**config.mk**
```make
export PLATFORM = sky130hd
export DESIGN_NAME = lpad_guard
export DESIGN_NICKNAME = d
export VERILOG_FILES = /design/src/rtl/lpad_pkg.sv /design/src/rtl/lpad_decode.sv /design/src/rtl/lpad_cfg.sv /design/src/rtl/lpad_track.sv /design/src/rtl/lpad_guard.sv
export SDC_FILE = /design/constraint.sdc
export NUM_CORES = 1
export LEC_CHECK = 0
export BUFFER_PORTS_ARGS = -buffer_cell sky130_fd_sc_hd__buf_2
export CORE_MARGIN = 2
export CORE_UTILIZATION = 31
export DETAILED_ROUTE_END_ITERATION = 7
export PLACE_DENSITY = 0.93
export SYNTH_ARGS = -nofsm -noshare
export SYNTH_HDL_FRONTEND = slang
export SYNTH_HIERARCHICAL = 1
export SYNTH_SLANG_ARGS = --single-unit
```
**constraint.sdc**
```tcl
create_clock -name clk -period 1 [get_ports clk]
set_input_delay 0.1 -clock clk [delete_from_list [all_inputs] [get_ports clk]]
set_output_delay 0.1 -clock clk [all_outputs]
set_load 0.02 [all_outputs]
```
**src/rtl/lpad_pkg.sv**
```systemverilog
package lpad_pkg;
  localparam int LABEL_W = 20;
  localparam logic [6:0] OPC_AUIPC = 7'b0010111;
  localparam logic [6:0] OPC_JALR  = 7'b1100111;

  typedef struct packed {
    logic               ijump;   // register-indirect jump
    logic               exempt;  // source is x1, x5 or x7
    logic               pad;     // landing-pad hint
    logic [LABEL_W-1:0] label;   // pad label field
  } dec_t;

  function automatic logic src_exempt(input logic [4:0] rs);
    return (rs == 5'd1) || (rs == 5'd5) || (rs == 5'd7);
  endfunction
endpackage

```
**src/rtl/lpad_decode.sv**
```systemverilog
module lpad_decode
  import lpad_pkg::*;
#(
  parameter int XLEN   = 32,
  parameter bit RVC_EN = 1'b1
) (
  input  logic [XLEN-1:0] insn_i,
  output dec_t            dec_o
);
  localparam int LBL_LO = XLEN - LABEL_W;

  logic       j32;
  logic       jc;
  logic [4:0] rs_c;

  assign j32 = (insn_i[6:0] == OPC_JALR) && (insn_i[14:12] == 3'b000);

  generate
    if (RVC_EN) begin : g_rvc
      assign rs_c = insn_i[11:7];
      assign jc   = (insn_i[1:0] == 2'b10) && (insn_i[15:13] == 3'b100) &&
                    (insn_i[6:2] == 5'd0) && (rs_c != 5'd0);
    end else begin : g_norvc
      assign rs_c = 5'd0;
      assign jc   = 1'b0;
    end
  endgenerate

  always_comb begin
    dec_o        = '0;
    dec_o.ijump  = j32 | jc;
    dec_o.exempt = j32 ? src_exempt(insn_i[19:15]) : (jc & src_exempt(rs_c));
    dec_o.pad    = (insn_i[6:0] == OPC_AUIPC) && (insn_i[11:7] == 5'd0);
    dec_o.label  = insn_i[XLEN-1:LBL_LO];
  end

  always_comb begin
    a_r2_kinds_exclusive: assert (!(j32 && jc));
  end
endmodule

```
**src/rtl/lpad_cfg.sv**
```systemverilog
module lpad_cfg (
  input  logic clk,
  input  logic rst_n,
  input  logic we_i,
  input  logic en_wr_i,
  input  logic lock_wr_i,
  output logic en_o,
  output logic lock_o
);
  logic en_q, lock_q;

  always_ff @(posedge clk or negedge rst_n) begin
    if (!rst_n) begin
      en_q   <= 1'b0;
      lock_q <= 1'b0;
    end else if (we_i) begin
      if (!lock_q) en_q <= en_wr_i;
      lock_q <= lock_q | lock_wr_i;
    end
  end

  assign en_o   = en_q;
  assign lock_o = lock_q;

  a_r8_lock_sticky: assert property (@(posedge clk) disable iff (!rst_n)
    lock_q |=> lock_q);
  a_r8_locked_enable_frozen: assert property (@(posedge clk) disable iff (!rst_n)
    lock_q |=> $stable(en_q));
  a_r12_no_write_no_change: assert property (@(posedge clk) disable iff (!rst_n)
    !we_i |=> $stable(en_q) && $stable(lock_q));
endmodule

```
**src/rtl/lpad_track.sv**
```systemverilog
module lpad_track
  import lpad_pkg::*;
#(
  parameter int XLEN       = 32,
  parameter int CAUSE_W    = 6,
  parameter int CAUSE_CODE = 18,
  parameter int TVAL_CODE  = 2
) (
  input  logic               clk,
  input  logic               rst_n,
  input  logic               fire_i,
  input  logic               en_i,
  input  logic               trap_i,
  input  logic [XLEN-1:0]    pc_i,
  input  logic [XLEN-1:0]    x7_i,
  input  dec_t               dec_i,
  output logic               exc_valid_o,
  output logic [CAUSE_W-1:0] exc_cause_o,
  output logic [XLEN-1:0]    exc_tval_o
);
  localparam int LBL_LO = XLEN - LABEL_W;
  localparam logic [CAUSE_W-1:0] CAUSE_V = CAUSE_W'(CAUSE_CODE);
  localparam logic [XLEN-1:0]    TVAL_V  = XLEN'(TVAL_CODE);

  logic armed_q, armed_d;
  logic no_pad, misaligned, bad_label, viol;

  assign no_pad     = !dec_i.pad;
  assign misaligned = pc_i[1:0] != 2'b00;
  assign bad_label  = (dec_i.label != '0) && (dec_i.label != x7_i[XLEN-1:LBL_LO]);
  assign viol       = fire_i && en_i && armed_q && (no_pad || misaligned || bad_label);

  always_comb begin
    armed_d = armed_q;
    if (trap_i || !en_i)  armed_d = 1'b0;
    else if (fire_i)      armed_d = armed_q ? 1'b0 : (dec_i.ijump && !dec_i.exempt);
  end

  always_ff @(posedge clk or negedge rst_n) begin
    if (!rst_n) begin
      armed_q     <= 1'b0;
      exc_valid_o <= 1'b0;
      exc_cause_o <= '0;
      exc_tval_o  <= '0;
    end else begin
      armed_q     <= armed_d;
      exc_valid_o <= viol;
      exc_cause_o <= viol ? CAUSE_V : '0;
      exc_tval_o  <= viol ? TVAL_V : '0;
    end
  end

  a_r3_report_needs_armed: assert property (@(posedge clk) disable iff (!rst_n)
    exc_valid_o |-> $past(armed_q) && $past(fire_i) && $past(en_i));
  a_r6_codes: assert property (@(posedge clk) disable iff (!rst_n)
    exc_valid_o |-> (exc_cause_o == CAUSE_V) && (exc_tval_o == TVAL_V));
  a_r6_quiet_fields: assert property (@(posedge clk) disable iff (!rst_n)
    !exc_valid_o |-> (exc_cause_o == '0) && (exc_tval_o == '0));
  a_r7_disabled_silent: assert property (@(posedge clk) disable iff (!rst_n)
    !en_i |=> !exc_valid_o && !armed_q);
  a_r9_one_shot: assert property (@(posedge clk) disable iff (!rst_n)
    fire_i && armed_q |=> !armed_q);
  a_r10_trap_clears: assert property (@(posedge clk) disable iff (!rst_n)
    trap_i |=> !armed_q);
  a_r11_idle_holds: assert property (@(posedge clk) disable iff (!rst_n)
    !fire_i && !trap_i && en_i |=> $stable(armed_q));
endmodule

```
**src/rtl/lpad_guard.sv**
```systemverilog
module lpad_guard
  import lpad_pkg::*;
#(
  parameter int XLEN       = 32,
  parameter int CAUSE_W    = 6,
  parameter int CAUSE_CODE = 18,
  parameter int TVAL_CODE  = 2,
  parameter bit RVC_EN     = 1'b1
) (
  input  logic               clk,
  input  logic               rst_n,
  input  logic               ret_valid,
  output logic               ret_ready,
  input  logic [XLEN-1:0]    ret_pc,
  input  logic [XLEN-1:0]    ret_insn,
  input  logic [XLEN-1:0]    ret_x7,
  input  logic               trap_enter,
  input  logic               cfg_we,
  input  logic               cfg_en_wr,
  input  logic               cfg_lock_wr,
  output logic               cfg_en,
  output logic               cfg_lock,
  output logic               exc_valid,
  output logic [CAUSE_W-1:0] exc_cause,
  output logic [XLEN-1:0]    exc_tval
);
  dec_t dec;
  logic fire;

  assign ret_ready = 1'b1;
  assign fire      = ret_valid & ret_ready;

  lpad_decode #(.XLEN(XLEN), .RVC_EN(RVC_EN)) u_dec (
    .insn_i (ret_insn),
    .dec_o  (dec)
  );

  lpad_cfg u_cfg (
    .clk       (clk),
    .rst_n     (rst_n),
    .we_i      (cfg_we),
    .en_wr_i   (cfg_en_wr),
    .lock_wr_i (cfg_lock_wr),
    .en_o      (cfg_en),
    .lock_o    (cfg_lock)
  );

  lpad_track #(
    .XLEN(XLEN), .CAUSE_W(CAUSE_W), .CAUSE_CODE(CAUSE_CODE), .TVAL_CODE(TVAL_CODE)
  ) u_trk (
    .clk         (clk),
    .rst_n       (rst_n),
    .fire_i      (fire),
    .en_i        (cfg_en),
    .trap_i      (trap_enter),
    .pc_i        (ret_pc),
    .x7_i        (ret_x7),
    .dec_i       (dec),
    .exc_valid_o (exc_valid),
    .exc_cause_o (exc_cause),
    .exc_tval_o  (exc_tval)
  );

  a_r6_single_pulse: assert property (@(posedge clk) disable iff (!rst_n)
    exc_valid |=> !exc_valid);
endmodule

```
# --- Word level (Yosys, flattened, before mapping) ---
# Cells that the tools add are included.
totals:
  output_inout_bits: 42
  wordCells: 55
  register_bits: 42
  input_bits: 103
op_classes:
  eq_ne: 11
  n_mux: 6
  n_reduce_logical: 28
  n_bitwise: 4
op_table:
  columns: ["operator", "count"]
  rows:
  - ["$eq 5x3->1 const B", 4]
  - ["$ne 20x20->1", 1]
  - ["$reduce_bool 20->1", 1]
  - ["$eq 5x1->1 const B", 2]
  - ["$logic_and 1x1->1", 10]
  - ["$logic_not 5->1", 2]
  - ["$eq 7x5->1 const B", 1]
  - ["$eq 7x7->1 const B", 1]
  - ["$logic_or 1x1->1", 7]
  - ["$mux 5", 1]
  - ["$reduce_bool 5->1", 1]
  - ["$mux 1", 4]
  - ["$reduce_bool 2->1", 2]
  - ["$eq 3x3->1 const B", 1]
  - ["$logic_not 1->1", 3]
  - ["$logic_not 3->1", 1]
  - ["$eq 2x2->1 const B", 1]
  - ["$mux 2", 1]
  - ["$or 1x1->1", 2]
  - ["$reduce_and 2->1", 1]
  - ["$and 1x1->1", 1]
  - ["$not 1->1", 1]

# --- Logic depth before layout (Yosys ltp) ---
# Gate-level depths: netlist of run 1.
logic_depth:
  word_depth: 11
  mapped_depth: 7
  depth_no_buf: 7

# --- Modules after synthesis ---
# The synthesis of run 1 kept the hierarchy.
by_module_without_submodules:
  columns: ["module", "seq_area_each_um2", "instances", "area_per_inst_um2", "cells_per_inst"]
  rows:
  - ["lpad_track", 50.0, 1, 641.9, 81]
  - ["lpad_decode", 0.0, 1, 276.5, 39]
  - ["lpad_cfg", 50.0, 1, 87.6, 5]
  - ["lpad_guard", 0.0, 1, 11.3, 2]

# --- Worst setup path before layout of run 1 ---
# Ideal clock, no wire load.
synth_path:
  path_kind: "in2reg"
  from: "input port ret_insn[4]"
  to: "register u_trk.armed_q"
  n_path_buf: 0
  setup_slack_ns: -0.581
  t_required_ns: 0.912
  t_arrival_ns: 1.493
  setup_time_ns: 0.088
  cell_stages: 6
  path_cell_list: "or3_1 > or4_4 > o21ai_0 > nor4b_1 > a21oi_1 > nor3b_1"
synth_lines:
  columns: ["element", "line", "text"]
  rows:
  - ["start, declared", "lpad_guard.sv:15", "input logic [XLEN-1:0] ret_insn,"]
  - ["end signal, assigned", "lpad_track.sv:46", "armed_q <= armed_d;"]
  - ["end, declared", "lpad_track.sv:25", "logic armed_q, armed_d;"]

==> results of run 1 <==
## cell type report
class                   count  area share (%)
clock buffers               4            2.06
inverters                   2           0.588
multi-input cells          96            51.2
flip-flops and latches      4            7.93
well taps                  44            4.31
repair buffers             76            33.9
## path summary, 6_finish.rpt
| kind | to | depth (start not counted) |
|---|---|---|
| worst max register to register | u_cfg/en_o | 2 |
| worst min register to register | u_cfg/lock_o | 1 |
| max in group asynchronous | u_cfg/lock_o | 2 |
| min in group asynchronous | u_cfg/en_o | 2 |
| worst min-delay path | u_trk/armed_q | 2 |
| worst max-delay path | u_trk/armed_q | 7 |
## sequential cells by signal, indices dropped and copies added, names as in the netlist
| name | cells |
|---|---|
| u_trk/armed_q | 1 |
| u_cfg/lock_o | 1 |
| u_trk/exc_cause_o | 1 |
| u_cfg/en_o | 1 |
## per-layer routing
metal,wire length (um),share of wire (%),vias up
li1,-,-,445
met3,243,9.8,4
met4,26,1.0,0
met2,1340,54,53
met5,0,0,-
met1,882,35,406
## kinds of logic (layout without fill, tap and decap cells)
logic type / after synthesis / after routing / share of synthesized area [%]
AOI/OAI and AO/OA: 6 / 6 / 4.80
DFF: 4 / 4 / 9.84
xor gates and xnor gates: 20 / 20 / 17.2
other: 2 / 36 / 0.738
and+or+nand+nor: 33 / 33 / 21.6
muxes: 1 / 1 / 1.48
buffers and inverters: 61 / 82 / 44.3
## critical path: stages
cell and delay (ns):
sky130_fd_sc_hd__buf_6 0.09, sky130_fd_sc_hd__or3_4 0.38, sky130_fd_sc_hd__or4_4 0.43, sky130_fd_sc_hd__o21ai_1 0.09, sky130_fd_sc_hd__nor4b_4 0.19, sky130_fd_sc_hd__a21oi_1 0.06
sky130_fd_sc_hd__nor3b_1 0.17
## timing repair
item / CTS / global route
setup buffers: 1 / 1
hold endpoints to repair: 4 / 0
hold buffers: 1 / 0
endpoints found under the setup margin: 2 / 2
pin swaps: 6 / 2
resized for setup: 6 / 3
## stage by stage
step	TNS (ns)	power [mW]	worst slack, ns
2_1_floorplan	-0.739	0.606	-0.538
3_3_place_gp	-1.18	0.626	-0.695
3_5_place_dp	-1.22	0.632	-0.721
4_1_cts	-0.623	0.887	-0.366
5_1_grt	-0.820	0.954	-0.416
6_report	-0.592	0.883	-0.355
## power groups by stage
stage | clock network, mW | registers [mW] | logic, mW
2_1_floorplan | 0 | 0.193 | 0.413
3_3_place_gp | 0 | 0.185 | 0.441
3_5_place_dp | 0 | 0.184 | 0.448
4_1_cts | 0.240 | 0.182 | 0.464
5_1_grt | 0.257 | 0.186 | 0.512
6_report | 0.227 | 0.185 | 0.471
## layout by cell type, fill, tap and decap left out, types with 3 or more instances in the layout
| cell type | synthesis | routed |
|---|---|---|
| sky130_fd_sc_hd__buf_2 | 0 | 62 |
| sky130_fd_sc_hd__buf_4 | 59 | 9 |
| sky130_fd_sc_hd__buf_6 | 0 | 4 |
| sky130_fd_sc_hd__clkbuf_4 | 0 | 3 |
| sky130_fd_sc_hd__conb_1 | 2 | 36 |
| sky130_fd_sc_hd__dfrtp_1 | 4 | 3 |
| sky130_fd_sc_hd__nand3_1 | 3 | 3 |
| sky130_fd_sc_hd__nand4_1 | 4 | 4 |
| sky130_fd_sc_hd__nor4_1 | 7 | 7 |
| sky130_fd_sc_hd__xnor2_1 | 16 | 16 |
| sky130_fd_sc_hd__xor2_1 | 4 | 4 |
==> results.md, run 1 <==
- The clock latency of the later-clocked register in the worst-skew pair is 0.24 ns.
- The flow ran to the end, but the final reports show violations.
- The clock passes through at most 2 buffers.
- The synthesized area per cell is 8.01 um^2.
- Sorting the synthesized cells by how often they occur yields sky130_fd_sc_hd__buf_4, sky130_fd_sc_hd__xnor2_1, sky130_fd_sc_hd__nor4_1.
- The pin count of the biggest net entering global routing is 5.
- The minimum clock period after layout is 1.36 ns.
- The average wire length per cell after detail routing is 11.0 um.
- The wire length of the first global-routing pass is 3.50 mm.
- Dividing the detail-routed via count by the number of cells gives 4.02.
- Clock tree synthesis found a total of 4 sinks.
- By area the synthesized netlist is led by sky130_fd_sc_hd__buf_4, sky130_fd_sc_hd__xnor2_1, sky130_fd_sc_hd__dfrtp_1, sky130_fd_sc_hd__nor4_1, sky130_fd_sc_hd__xor2_1.
- The internal portion of total power is 529 uW.
- The setup path with the least slack is of type input port to flip-flop.
- The analysis attributes to net switching a power of 354 uW.
- In this run the most used layer during global routing was met2.
- The number of max-slew violations in the final report is 0.
- The count of cells in the finished layout, fillers not included, comes to 226.
- The ratio of final minimum period to clock period is 136%.
- The number of placement rows is 20.
- The final cell area excluding filler cells is 1280 um^2.
- Cells fill 41.5% of the core in the end.
- The met3 track utilization from global routing is 5.04%.
- The maximum operating frequency is 0.738 GHz.
- Of the cells placed in the final design, the portion with a size suffix greater than 1 is 50.0%.
- Across all setup checks in the final design, the least slack found is -0.355 ns.
- The number of nets in the layout is 286.
- The primary flip-flop cell chosen by synthesis mapping is sky130_fd_sc_hd__dfrtp_1.
- The worst setup path startpoint is ret_insn[14].
- The number of warning messages in the yosys log is 6.
- After clock tree synthesis, the clock-pin slew on the worst setup and hold paths is 0.04 ns.
- STA classifies the critical path endpoint as a flip-flop.
- The top cell type's share of synthesized area is 43.5%.
- The sum of routed wire length over all layers is 2.49 mm.
- After filler insertion, the fill cell instance count of the layout stands at 336.
- The initial antenna violation count is 0.
- In this run the power density over the cells is 691 nW/um^2.
- The worst-case vdd ir drop is 0.000458 V.
- Setup repair after global routing could not meet its margin everywhere.
- The power share of the sequential group is 21.0%.
- The post-route clock skew is 0.00425 ns.
- The share of total power dissipated in combinational logic is 53.3%.
- Counting the buffers created by CTS gives 3.
- The number of placed instances, taps included is 219.
- The register area is 101 um^2.
- Setup violations remaining at the end of the flow were counted as 2.
- The chip width is 61.3 um.
- In this run the remaining antenna-violating nets after routing total 0.
- At the end of routability-driven placement, the weighted congestion stood at 0.880.
- Once detailed placement completed, the half-perimeter wirelength came to 2.23 mm.
- The setup check on the worst reg-to-reg path leaves a slack of 0.04 ns.
- The all-layer global routing usage is 12.7%.
- The startpoint of the lowest-slack register-to-register path is u_cfg/lock_o.
- Across the run, the number of max-cap violations was 0.
- 0 antenna diodes ended up in the layout.
- The number of input and output port buffers inserted is 66.
- TritonCTS built the clock tree.
- The root buffer cell chosen for the clock tree is sky130_fd_sc_hd__clkbuf_4.
- The core outline area is 3080 um^2.
- The area occupied by multi-input gates is 654 um^2.
- The clock share of power is 25.7%.
- The startpoint identified for the worst hold timing path is trap_enter.
- On the final layout, the worst hold slack is 0.0188 ns.
- The part of the Yosys area used for sequential elements is 9.84%.
- The highest net fanout along the worst path is 2.
- Before antenna repair, the detailed router went through 4 iterations.
- The violation count after the first detailed-routing iteration is 8.
- The leakage power summed over all cells is 0.627 nW.
- The critical path arrival is 1.50 ns.
- The synthesis-to-finish area growth is 25.6%.
- The placed cell area is 1170 um^2.
- Counting flops with an async set or reset pin after synthesis yields a share of 100%.
- The endpoint required time on the critical path is 1.15 ns.
- After global routing the overflow that remains totals 0.
- Global routing used 12.1% of the available met1 tracks.
- The post-detailed-route DRC marker count is 0.
- The initial cell density of the core is 33.0%.
- The biggest area contributor in the post-synthesis netlist is sky130_fd_sc_hd__buf_4.
- 145 I/O pins were placed.
- In this run the vertical extent of the chip is 61.3 um.
- The via count of the routed design is 908.
- The number of different library cells used by synthesis comes to 27.
- The final count of hold timing violations is 0.
- The final reports fail on setup timing.
- The fraction of met2 tracks used by global routing is 25.2%.
- The floorplan die area is 3760 um^2.
- In this run the number of H-tree levels came out at 1.
- Net switching is 40.1% of the power.
- Yosys instantiated no cell more often than sky130_fd_sc_hd__buf_4.
- The tightest min-delay check is of the input port to flip-flop type.
- The cell area that synthesis handed to floorplanning was 1020 um^2.
- The post-synthesis sequential element count is 4.
- The number of enable flip-flop cells after synthesis is 0.
- The cell count after synthesis is 127.
- STA classifies the critical path startpoint as an input port.
- The number of global-route vias before repair was 891.
(Power assumes the default switching activity.)
==> inputs of run 2 (changes only) <==
- CELL_PAD_IN_SITES_DETAIL_PLACEMENT: unset -> 0
- CELL_PAD_IN_SITES_GLOBAL_PLACEMENT: unset -> 1
- CORE_UTILIZATION: 31 -> 18
- PLACE_DENSITY: 0.93 -> 0.91
==> run 2 against run 1 <==
Effect of this change:
- the run still ends with setup timing left
- die area is 67% higher
- count of clock-buffer cells in the layout stayed put
- worst hold slack better by 0.037 ns
- final cell count is 11% higher
- clock skew is 0.0048 ns higher
- via count is 3.6% lower
- non-clock buffer count is 3 lower
- power is 14% higher
- first-iteration DRC count is 25% higher
- largest cell class unchanged
- highest routed layer unchanged
==> results.md, run 2 (same netlist as run 1, synthesis figures left out) <==
- The flow ran to the end, but the final reports show violations.
- The checks that failed: setup timing.
- For this block, the via count after detailed routing is 875.
- The clock share of power is 35.7%.
- The cell family contributing the most delay on the critical path is simple AND/OR/NAND/NOR gates.
- The core region is 5470 um^2.
- The critical path goes through buf_6 -> or3_4 -> or4_4 -> o21ai_1 -> nor4b_2 -> a21oi_1 -> nor3b_1.
- The worst-path cell with the longest stage delay is sky130_fd_sc_hd__or4_4.
- Across the VDD grid, the largest voltage drop is 0.000814 V.
- The post-detailed-route DRC marker count is 0.
- The synthesis-to-finish area growth is 27.2%.
- The filler cells instantiated in the layout total 615.
- The fraction of power consumed by combinational cells is 46.0%.
- The pin count of the biggest net entering global routing is 5.
- The clock-pin slew of the registers on the worst-case setup and hold paths is 0.03 ns.
- The setup TNS is -0.639 ns.
- The clock buffer count from CTS is 3.
- The number of violations of the max-capacitance limit is 0.
- Together, buffers and inverters on the worst path number 1.
- The endpoint required time on the critical path is 1.12 ns.
- The critical path arrival is 1.49 ns.
- In the routed layout, each cell is associated on average with a via count of 3.49.
- The placed cell area is 1200 um^2.
- The startpoint identified for the worst register-to-register timing path is u_cfg/lock_o.
- The number of max-slew violations in the final report is 0.
- The minimum clock period after layout is 1.37 ns.
- The final cell area excluding filler cells is 1290 um^2.
- The analysis attributes to net switching a power of 363 uW.
- Once the clock tree was built, the setup fixing pass inserted 0 buffers.
- The top cell types in the final layout, fill and taps aside, are sky130_fd_sc_hd__buf_2, sky130_fd_sc_hd__conb_1, sky130_fd_sc_hd__xnor2_1, sky130_fd_sc_hd__nor4_1, sky130_fd_sc_hd__buf_4.
- After legalization and detailed placement, the total HPWL measured 2.41 mm.
- The critical path capture point type is a flip-flop.
- The initial antenna violation count is 0.
- For the worst flop-to-flop path, the logic depth is 2.
- In the post-route analysis, the smallest setup slack over all paths is -0.366 ns.
- 0 antenna diodes ended up in the layout.
- The number of global-route vias before repair is 819.
- In this run the tool buffered the top-level ports with 66 buffer cells.
- Net switching is 36.0% of the power.
- The first-pass detailed-route iteration total is 4.
- The initial cell density of the core is 18.6%.
- Counting every sink on the clock net gives 4.
- The leakage power summed over all cells is 0.619 nW.
- The number of cells traversed by the worst hold path is 2.
- The number of endpoints failing setup at the final stage is 2.
- The worst register-to-register path ends at u_cfg/en_o.
- The number of placement rows is 27.
- The number of placed instances, taps included is 246.
- The final count of hold timing violations is 0.
- The wire length of the first global-routing pass is 3.57 mm.
- Based on the critical path, the design can be clocked at up to 0.732 GHz.
- Clock skew on the completed layout was measured at 0.00908 ns.
- The startpoint-to-endpoint class of the critical path is input port to flip-flop.
- Setup slack on the worst reg-to-reg path comes out at 0.06 ns.
- Per report_power, the sequential group accounts for 18.3% of the total.
- The end point of the worst hold path is u_trk/armed_q.
- The min-delay analysis places its worst path in the category input port to flip-flop.
- The maximum number of buffers from clock root to sink is 2.
- TritonCTS built the clock tree.
- The number of nets in the layout is 283.
- The floorplan die height is 79.2 um.
- OpenSTA, run right after detailed placement, puts the worst setup slack at -0.721 ns.
- Setup repair after global routing could not meet its margin everywhere.
- Clock tree synthesis selected as its root buffer the cell sky130_fd_sc_hd__clkbuf_8.
- Internal power comes to 646 uW.
- The number of non-filler instances in the completed layout is 251.
- The count of nets left with antenna violations once routing finished came out at 0.
- For this design the ratio of total power to cell area is 780 nW/um^2.
- During I/O placement, the number of pins put on the boundary was 145.
- The most common cell after layout, fill and taps aside is sky130_fd_sc_hd__buf_2.
- From left edge to right edge, the die measures 79.2 um.
- The last weighted congestion value of the routability-driven placer is 0.735.
- The die covers 6270 um^2.
- The worst hold path begins at trap_enter.
- Of the available clock period, the critical path in the final layout requires 137%.
- The largest stage delay on the critical path is 0.43 ns.
- For this run the aggregate overflow at the end of global routing stands at 0.
- The average wire length per cell after detail routing is 10.4 um.
- STA classifies the critical path startpoint as an input port.
- The highest net fanout along the worst path is 2.
- CTS built an H-tree with a depth of 1.
- Of the cells placed in the final design, the portion with a size suffix greater than 1 is 48.6%.
- The sum of routed wire length over all layers is 2.60 mm.
- The all-layer global routing usage is 7.55%.
- The clock reaches the later pin of the worst-skew pair after 0.22 ns.
- The first routing iteration left 10 violations.
[run 2: metal layers]
layer,routed length (um),up-vias,GRT usage (%),share of wire [%]
li1,-,438,-,-
met2,1270,54,13.1,49
met1,988,381,8.68,38
met5,0,-,0,0
met4,27,0,0.690,1.0
met3,310,2,3.75,12
[run 2: area by class of cell]
type / count / area, um^2 / area share (%)
clock buffers: 4 / 45.0 / 3.48
multi-input cells: 96 / 639 / 49.4
flip-flops and latches: 4 / 101 / 7.83
well taps: 72 / 90.1 / 6.96
repair buffers: 73 / 410 / 31.7
inverters: 2 / 7.51 / 0.580
[run 2: worst reg2reg max path: stages, from the launching register on]
cell	delay, ns
sky130_fd_sc_hd__dfrtp_2	0.42
sky130_fd_sc_hd__nor2b_4	0.11
sky130_fd_sc_hd__mux2_4	0.29
[run 2: stage by stage]
step	hold WS [ns]	utilization [%]	total power [mW]
2_1_floorplan	-0.196	-	0.606
3_3_place_gp	-0.0796	22.0	0.630
3_5_place_dp	-0.0832	22.0	0.634
4_1_cts	0.0572	23.5	1.02
5_1_grt	0.0564	23.6	1.08
6_report	0.0560	23.6	1.01
[run 2: power by group through the flow]
stage	logic, mW	clock network (mW)	registers, mW
6_report	0.464	0.360	0.185
3_5_place_dp	0.448	0	0.186
2_1_floorplan	0.413	0	0.193
4_1_cts	0.464	0.373	0.185
3_3_place_gp	0.444	0	0.186
5_1_grt	0.503	0.392	0.186
[run 2: what timing repair did]
item	in CTS	in global routing
endpoints found under the setup margin	2	2
gates resized for setup	6	1
hold endpoints to repair	4	0
pin swaps	6	2
hold buffers	1	0
[run 2: how the worst max path moves through the flow]
stage | startpoint | endpoint | slack (ns) | cells after the start
3_5_place_dp | ret_insn[4] | u_trk/armed_q | -0.72 | 7
5_1_grt | ret_insn[14] | u_trk/armed_q | -0.43 | 7
3_3_place_gp | ret_insn[4] | u_trk/armed_q | -0.69 | 7
4_1_cts | ret_insn[14] | u_trk/armed_q | -0.40 | 7
6_report | ret_insn[14] | u_trk/armed_q | -0.37 | 7
2_1_floorplan | ret_insn[4] | u_trk/armed_q | -0.54 | 6
